`src/rtl/wpart_pkg.sv`:
```
package wpart_pkg;

  // Field positions inside the two per-slice attribute words.
  localparam int RES_LSB   = 0;
  localparam int BONUS_LSB = 16;
  localparam int MODE_LSB  = 0;
  localparam int PTW_BIT   = 2;
  localparam int FIXED_BIT = 3;
  localparam int PRIO_LSB  = 4;
  localparam int CAP_LSB   = 16;

  localparam int MODE_W = 2;
  localparam int PRIO_W = 3;
  localparam int CAP_W  = 16;

  typedef struct packed {
    logic [CAP_W-1:0]  cap;
    logic [PRIO_W-1:0] prio;
    logic              fixed_sz;
    logic              probe_own;
    logic [MODE_W-1:0] mode;
  } slice_cfg_t;

  // Size cap reached for a fixed-size slice.
  function automatic logic at_capacity(input logic fixed_sz,
                                       input logic [CAP_W-1:0] occ,
                                       input logic [CAP_W-1:0] cap);
    return fixed_sz && (occ >= cap);
  endfunction

endpackage

```
`src/rtl/wpart_attr_regs.sv`:
```
module wpart_attr_regs
  import wpart_pkg::*;
#(
  parameter int          NUM_WAYS   = 12,
  parameter int          NUM_SLICES = 32,
  parameter int          ADDR_W     = 32,
  parameter logic [31:0] BASE_ADDR  = 32'h0002_1000
) (
  input  logic                                 clk,
  input  logic                                 rst_n,
  input  logic                                 wr_en,
  input  logic [ADDR_W-1:0]                    wr_addr,
  input  logic [31:0]                          wr_data,
  output logic [NUM_SLICES-1:0][NUM_WAYS-1:0]  res_q,
  output logic [NUM_SLICES-1:0][NUM_WAYS-1:0]  bonus_q,
  output slice_cfg_t [NUM_SLICES-1:0]          cfg_q
);
  localparam int SLICE_W = (NUM_SLICES > 1) ? $clog2(NUM_SLICES) : 1;
  localparam int SPAN    = 8 * NUM_SLICES;

  logic [ADDR_W-1:0]     offset;
  logic                  in_window;
  logic [SLICE_W-1:0]    sel_idx;
  logic                  sel_word1;
  logic [NUM_SLICES-1:0] hit_w0;
  logic [NUM_SLICES-1:0] hit_w1;
  logic                  unused_bits;

  assign unused_bits = ^wr_data[15:12];
  assign offset      = wr_addr - ADDR_W'(BASE_ADDR);
  assign in_window   = (wr_addr >= ADDR_W'(BASE_ADDR)) &&
                       (offset < ADDR_W'(SPAN)) && (offset[1:0] == 2'b00);
  assign sel_idx     = offset[SLICE_W+2:3];
  assign sel_word1   = offset[2];

  for (genvar g = 0; g < NUM_SLICES; g++) begin : g_slice
    assign hit_w0[g] = wr_en && in_window && !sel_word1 && (sel_idx == SLICE_W'(g));
    assign hit_w1[g] = wr_en && in_window &&  sel_word1 && (sel_idx == SLICE_W'(g));

    always_ff @(posedge clk or negedge rst_n) begin
      if (!rst_n) begin
        res_q[g]   <= '0;
        bonus_q[g] <= '0;
      end else if (hit_w0[g]) begin
        res_q[g]   <= wr_data[RES_LSB +: NUM_WAYS];
        bonus_q[g] <= wr_data[BONUS_LSB +: NUM_WAYS];
      end
    end

    always_ff @(posedge clk or negedge rst_n) begin
      if (!rst_n) begin
        cfg_q[g] <= '0;
      end else if (hit_w1[g]) begin
        cfg_q[g] <= slice_cfg_t'({wr_data[CAP_LSB +: CAP_W],
                                  wr_data[PRIO_LSB +: PRIO_W],
                                  wr_data[FIXED_BIT],
                                  wr_data[PTW_BIT],
                                  wr_data[MODE_LSB +: MODE_W]});
      end
    end

    // a mask-word write lands in the addressed slice on the next edge
    assert_w0_capture_R2: assert property (@(posedge clk) disable iff (!rst_n)
      hit_w0[g] |=> (res_q[g] == $past(wr_data[RES_LSB +: NUM_WAYS])) &&
                    (bonus_q[g] == $past(wr_data[BONUS_LSB +: NUM_WAYS])));

    // a settings-word write lands in the addressed slice on the next edge
    assert_w1_capture_R3: assert property (@(posedge clk) disable iff (!rst_n)
      hit_w1[g] |=> (cfg_q[g].cap == $past(wr_data[CAP_LSB +: CAP_W])) &&
                    (cfg_q[g].prio == $past(wr_data[PRIO_LSB +: PRIO_W])));
  end

  // a write outside the attribute window changes nothing
  assert_stray_write_R4: assert property (@(posedge clk) disable iff (!rst_n)
    (wr_en && !in_window) |=> $stable(res_q) && $stable(bonus_q) && $stable(cfg_q));

endmodule

```
`src/rtl/wpart_mask_logic.sv`:
```
module wpart_mask_logic
  import wpart_pkg::*;
#(
  parameter int NUM_WAYS   = 12,
  parameter int NUM_SLICES = 32,
  localparam int SLICE_W   = (NUM_SLICES > 1) ? $clog2(NUM_SLICES) : 1
) (
  input  logic                                 clk,
  input  logic                                 rst_n,
  input  logic                                 req_valid,
  input  logic [SLICE_W-1:0]                   req_slice,
  input  logic [CAP_W-1:0]                     req_occ,
  input  logic [NUM_SLICES-1:0][NUM_WAYS-1:0]  res_q,
  input  logic [NUM_SLICES-1:0][NUM_WAYS-1:0]  bonus_q,
  input  slice_cfg_t [NUM_SLICES-1:0]          cfg_q,
  output logic [NUM_WAYS-1:0]                  probe_mask,
  output logic [NUM_WAYS-1:0]                  alloc_mask,
  output logic                                 grow_denied,
  output logic [PRIO_W-1:0]                    req_priority,
  output logic [MODE_W-1:0]                    req_mode
);
  // Named internal events for the assertions below.
  logic [NUM_WAYS-1:0] own_res;
  logic [NUM_WAYS-1:0] own_bonus;
  logic [NUM_WAYS-1:0] foreign_res;
  logic [NUM_WAYS-1:0] shared_free;
  slice_cfg_t          sel_cfg;
  logic                capped;

  assign own_res   = res_q[req_slice];
  assign own_bonus = bonus_q[req_slice];
  assign sel_cfg   = cfg_q[req_slice];

  always_comb begin
    foreign_res = '0;
    for (int k = 0; k < NUM_SLICES; k++) begin
      if (SLICE_W'(k) != req_slice) foreign_res = foreign_res | res_q[k];
    end
  end

  assign shared_free = own_bonus & ~foreign_res;
  assign capped      = at_capacity(sel_cfg.fixed_sz, req_occ, sel_cfg.cap);

  always_comb begin
    probe_mask   = '0;
    alloc_mask   = '0;
    grow_denied  = 1'b0;
    req_priority = '0;
    req_mode     = '0;
    if (req_valid) begin
      probe_mask   = sel_cfg.probe_own ? (own_res | own_bonus) : '1;
      alloc_mask   = capped ? own_res : (own_res | shared_free);
      grow_denied  = capped && (own_res == '0);
      req_priority = sel_cfg.prio;
      req_mode     = sel_cfg.mode;
    end
  end

  // fill candidates are always among the probed ways
  assert_alloc_in_probe_R5: assert property (@(posedge clk) disable iff (!rst_n)
    (alloc_mask & ~probe_mask) == '0);

  // another slice's reserved way is never offered unless also owned here
  assert_no_foreign_R6: assert property (@(posedge clk) disable iff (!rst_n)
    req_valid |-> (alloc_mask & foreign_res & ~own_res) == '0);

  // a capped slice allocates only inside its reserved ways
  assert_capped_res_only_R7: assert property (@(posedge clk) disable iff (!rst_n)
    (req_valid && capped) |-> (alloc_mask & ~own_res) == '0);

  // a refused fill offers no ways
  assert_denied_empty_R8: assert property (@(posedge clk) disable iff (!rst_n)
    grow_denied |-> (alloc_mask == '0) && capped);

endmodule

```
`src/rtl/wpart_victim_pick.sv`:
```
module wpart_victim_pick #(
  parameter int NUM_WAYS = 12,
  localparam int WAY_W   = (NUM_WAYS > 1) ? $clog2(NUM_WAYS) : 1
) (
  input  logic                clk,
  input  logic                rst_n,
  input  logic [NUM_WAYS-1:0] alloc_mask,
  output logic                victim_valid,
  output logic [WAY_W-1:0]    victim_way
);
  function automatic logic [WAY_W-1:0] lowest_way(input logic [NUM_WAYS-1:0] m);
    logic [WAY_W-1:0] idx;
    idx = '0;
    for (int i = NUM_WAYS - 1; i >= 0; i--) begin
      if (m[i]) idx = WAY_W'(i);
    end
    return idx;
  endfunction

  assign victim_valid = |alloc_mask;
  assign victim_way   = lowest_way(alloc_mask);

  // offered way is allowed and no lower-numbered way is allowed
  assert_victim_lowest_R9: assert property (@(posedge clk) disable iff (!rst_n)
    victim_valid |-> alloc_mask[victim_way] &&
                     ((alloc_mask & ~({NUM_WAYS{1'b1}} << victim_way)) == '0));

  assert_victim_idle_R9: assert property (@(posedge clk) disable iff (!rst_n)
    !victim_valid |-> (victim_way == '0) && (alloc_mask == '0));

endmodule

```
`src/rtl/wpart_alloc_mask_gen.sv`:
```
module wpart_alloc_mask_gen
  import wpart_pkg::*;
#(
  parameter int          NUM_WAYS   = 12,
  parameter int          NUM_SLICES = 32,
  parameter int          ADDR_W     = 32,
  parameter logic [31:0] BASE_ADDR  = 32'h0002_1000,
  localparam int         SLICE_W    = (NUM_SLICES > 1) ? $clog2(NUM_SLICES) : 1,
  localparam int         WAY_W      = (NUM_WAYS > 1) ? $clog2(NUM_WAYS) : 1
) (
  input  logic                clk,
  input  logic                rst_n,
  input  logic                wr_en,
  input  logic [ADDR_W-1:0]   wr_addr,
  input  logic [31:0]         wr_data,
  input  logic                req_valid,
  input  logic [SLICE_W-1:0]  req_slice,
  input  logic [CAP_W-1:0]    req_occupancy,
  output logic [NUM_WAYS-1:0] probe_mask,
  output logic [NUM_WAYS-1:0] alloc_mask,
  output logic                grow_denied,
  output logic                victim_valid,
  output logic [WAY_W-1:0]    victim_way,
  output logic [PRIO_W-1:0]   req_priority,
  output logic [MODE_W-1:0]   req_mode
);
  logic [NUM_SLICES-1:0][NUM_WAYS-1:0] res_q;
  logic [NUM_SLICES-1:0][NUM_WAYS-1:0] bonus_q;
  slice_cfg_t [NUM_SLICES-1:0]         cfg_q;

  wpart_attr_regs #(
    .NUM_WAYS(NUM_WAYS), .NUM_SLICES(NUM_SLICES),
    .ADDR_W(ADDR_W), .BASE_ADDR(BASE_ADDR)
  ) u_regs (
    .clk(clk), .rst_n(rst_n), .wr_en(wr_en), .wr_addr(wr_addr),
    .wr_data(wr_data), .res_q(res_q), .bonus_q(bonus_q), .cfg_q(cfg_q)
  );

  wpart_mask_logic #(
    .NUM_WAYS(NUM_WAYS), .NUM_SLICES(NUM_SLICES)
  ) u_masks (
    .clk(clk), .rst_n(rst_n), .req_valid(req_valid), .req_slice(req_slice),
    .req_occ(req_occupancy), .res_q(res_q), .bonus_q(bonus_q), .cfg_q(cfg_q),
    .probe_mask(probe_mask), .alloc_mask(alloc_mask), .grow_denied(grow_denied),
    .req_priority(req_priority), .req_mode(req_mode)
  );

  wpart_victim_pick #(
    .NUM_WAYS(NUM_WAYS)
  ) u_victim (
    .clk(clk), .rst_n(rst_n), .alloc_mask(alloc_mask),
    .victim_valid(victim_valid), .victim_way(victim_way)
  );

  // an idle request port drives every result to zero
  assert_idle_quiet_R11: assert property (@(posedge clk) disable iff (!rst_n)
    !req_valid |-> (probe_mask == '0) && (alloc_mask == '0) && !grow_denied &&
                   !victim_valid && (req_priority == '0) && (req_mode == '0));

endmodule

```
`config.mk`:
```
export PLATFORM = sky130hd
export DESIGN_NAME = wpart_alloc_mask_gen
export DESIGN_NICKNAME = d
export VERILOG_FILES = /design/src/rtl/wpart_pkg.sv /design/src/rtl/wpart_attr_regs.sv /design/src/rtl/wpart_mask_logic.sv /design/src/rtl/wpart_victim_pick.sv /design/src/rtl/wpart_alloc_mask_gen.sv
export SDC_FILE = /design/constraint.sdc
export NUM_CORES = 2
export LEC_CHECK = 0
export ABC_CLOCK_PERIOD_IN_PS = 8800
export BUFFER_PORTS_ARGS = -buffer_cell sky130_fd_sc_hd__buf_2
export CORE_UTILIZATION = 40
export CTS_CLUSTER_DIAMETER = 100
export DETAILED_ROUTE_END_ITERATION = 7
export GPL_ROUTABILITY_DRIVEN = 0
export GPL_TIMING_DRIVEN = 0
export PLACE_DENSITY_LB_ADDON = 0.08
export SYNTH_ARGS = -nofsm -noshare
export SYNTH_HDL_FRONTEND = slang
export SYNTH_HIERARCHICAL = 1
export SYNTH_SLANG_ARGS = --single-unit
```
`constraint.sdc`:
```
create_clock -name clk -period 8.8 [get_ports clk]
set_clock_uncertainty 0.05 [all_clocks]
set_input_delay 0.88 -clock clk [delete_from_list [all_inputs] [get_ports clk]]
set_output_delay 0.88 -clock clk [all_outputs]
set_load 0.05 [all_outputs]
```
==> results.cfg <==
[yosys]
synth_edf_count = 0
syn_area_per_cell_um2 = 15.1
syn_area_um2 = 72700
synth_ff_type = dfrtp_1
yosys.cell_count.top_type = dfrtp_1
syn_nets = 4926
synthCells = 4821
yosys.area.top_type = dfrtp_1
yosys_warnings = 6
synth_top_area_frac = 0.518
synth_cell_types = 80
yosysSeqAreaShare = 0.518
synth_area_leaders = dfrtp_1 (52%), mux2_2 (22%), mux4_2 (12%)
async_flop_share = 1.00
synthTopCellsByCount = dfrtp_1 (1504), mux2_2 (1412), mux4_2 (389)
yosys_register_bits = 1504

[run_status]
violations = max-capacitance violations, max-slew violations
status = complete, but fails checks

[cts]
clk_path_buf_depth = 3
clk_pin_slew_ps = 60
cts_max_level = 4
clock_sinks = 1504
cts_tree = done
clk_latency_ps = 840
cts_made_buffers = 172
root_buffer = clkbuf_16

[timing]
worst_pin_slew_ps = 1730
max_slew_margin = -0.151
drv_slew = 159
timing.fmax_ghz = 0.114
period_share = 0.996
setup_ws_ps = 38.8
layout_min_cycle_time_ps = 8760
setup_viol = 0
tns_ps = 0
finalHoldViolations = 0
rsz0062_at_grt = false

[critical_path]
max_stage_delay_ps = 1080
startpoint_type = input port
path_class = in2out
r2r_end = u_regs/res_q[26]$_DFFE_PN0P_
path_buf_inv = 6
cp.arrival_ps = 7830
path_common_cell = buf_2
cp_top_family = buffers and inverters
crit_path_top_delay_cell = clkbuf_1
r2r_cells = 1
worst_setup_path_end_kind = primary output
cp_max_fo = 10
crit_chain = buf_2 -> buf_2 -> buf_2 -> clkbuf_1 -> clkbuf_1 -> nand2_1 -> nand2_1 -> ha_1 -> nand2b_1 -> a21oi_1 -> o21ai_0 -> a221oi_1 -> o31a_4 -> nor2_1 -> o41ai_4 -> nor2_1 -> o31ai_1 -> a211oi_1 -> nor3_1 -> buf_2
cp.depth = 20
required_ps = 7870
crit-reg2reg-launch = u_regs/res_q[26]$_DFFE_PN0P_
rrSetupSlack_ps = 7760

[final_layout]
fin_nets = 5208
syn2layout_area_growth_pct = 13.3
drive_gt1_frac = 0.480
utilization = 0.456

[global_route]
grt_max_degree = 163
grt_use_total = 0.347
grt_pass1_wl_mm = 433
antenna_found_initial = 41
grt_pass1_vias = 49700
overflow = 0

[routing]
firstDrtPassIters = 7
drt_iter0_markers = 5561
wl_per_cell_um = 41.8
postRouteAntennaNets = 0
wirelength_mm = 319
vias = 49700
drc = 0
vias_per_cell = 6.51

[pwr]
cellLeakagePower_nw = 39.9
ir_worst_vdd_v = 0.000172
p_per_area_nw_per_um2 = 185
p_total_mw = 15.3

[min_path]
hold_path_startpoint = wr_data[9]
holdPathEnd = u_regs/res_q[33]$_DFFE_PN0P_
min_path_cells = 2
hold_path_class = in2reg

[die]
rows = 156
fp.dieW_um = 428
core_area_um2 = 181000
initial_core_util = 0.402
dieArea_um2 = 183000
die_h_um = 428
ios = 124

[place]
hpwl_mm = 215
place_ws_ps = -1910
portBuffers = 99

[job]
drv_cap = 18
==> stage by stage <==
step / hold WS, ps / area, µm² / std cells
after floorplan: 409 / 72700 / 4821
after global placement: 421 / 76200 / 7290
after detailed placement: 431 / 76500 / 7302
after CTS: 217 / 82300 / 7610
after global routing: 280 / 82400 / 7618
final: 256 / 82400 / 7632
==> cell usage in the layout, fill, tap and decap left out, types with 30 or more instances in the layout <==
cell type / synthesis / routed
nor2_1: 45 / 45
dfrtp_1: 1504 / 1504
a22oi_1: 162 / 162
buf_2: 169 / 255
clkbuf_8: 0 / 36
buf_4: 44 / 47
mux4_2: 389 / 389
clkbuf_16: 0 / 176
nand2_1: 136 / 136
nand4_1: 58 / 58
mux2_1: 94 / 94
clkbuf_1: 197 / 228
mux2_2: 1412 / 1412
a21oi_1: 41 / 40
mux2i_1: 108 / 108
o21ai_0: 61 / 61
clkinv_2: 0 / 33
nand4_4: 30 / 30
==> where the power goes <==
part / internal, mW / leakage, nW / switching (mW)
logic: 0.206 / 16.1 / 0.845
registers: 6.92 / 21.0 / 0.0000000497
clock network: 4.22 / 2.80 / 3.09
==> how the worst max path moves through the flow <==
stage | start | to | slack [ps]
6_report | req_slice[4] | victim_way[1] | 40
3_3_place_gp | rst_n | u_regs/cfg_q[159]$_DFFE_PN0P_ | -28320
5_1_grt | req_slice[1] | victim_way[1] | 50
4_1_cts | req_slice[1] | victim_way[0] | 80
2_1_floorplan | req_slice[1] | victim_way[1] | 20
3_5_place_dp | req_slice[2] | victim_way[1] | -1910
==> kinds of logic after synthesis <==
family | share of synthesized area
muxes | 0.369
DFF | 0.518
buffers and inverters | 0.0351
and+or+nand+nor | 0.0369
AOI/OAI and AO/OA | 0.0389
adders and majority gates | 0.00275
xor gates and xnor gates | 0.000120
==> sequential cells by signal, summed over array words and instances, names as in the netlist <==
signal,cells
u_regs/res_q,384
u_regs/bonus_q,384
u_regs/cfg_q,736
==> area by class of cell <==
cell class / instances / area, µm²
Fill cell: 16300 / 98300
Sequential cell: 1504 / 37600
Multi-Input combinational cell: 2823 / 32600
Clock buffer: 256 / 5060
Tap cell: 2370 / 2970
Buffer: 473 / 2570
Timing Repair Buffer: 114 / 861
Clock inverter: 57 / 612
Inverter: 15 / 56.3
Antenna cell: 20 / 50.0
==> layer usage <==
layer | vias to the layer above | part of all wire | track usage
li1 | 18900 | - | -
met1 | 27100 | 0.40 | 0.460
met2 | 2777 | 0.45 | 0.523
met4 | 12 | 0.063 | 0.192
met5 | - | 0.00037 | 0
met3 | 822 | 0.089 | 0.0845
==> what timing repair did <==
action,4_1_cts,5_1_grt
setup endpoints to repair,18,5
gates resized for setup,35,13
pin swaps,0,1
hold endpoints to repair,76,0
buffers inserted,0,1
hold buffers,1,0
Note: power is estimated with default switching activity, not from simulation.
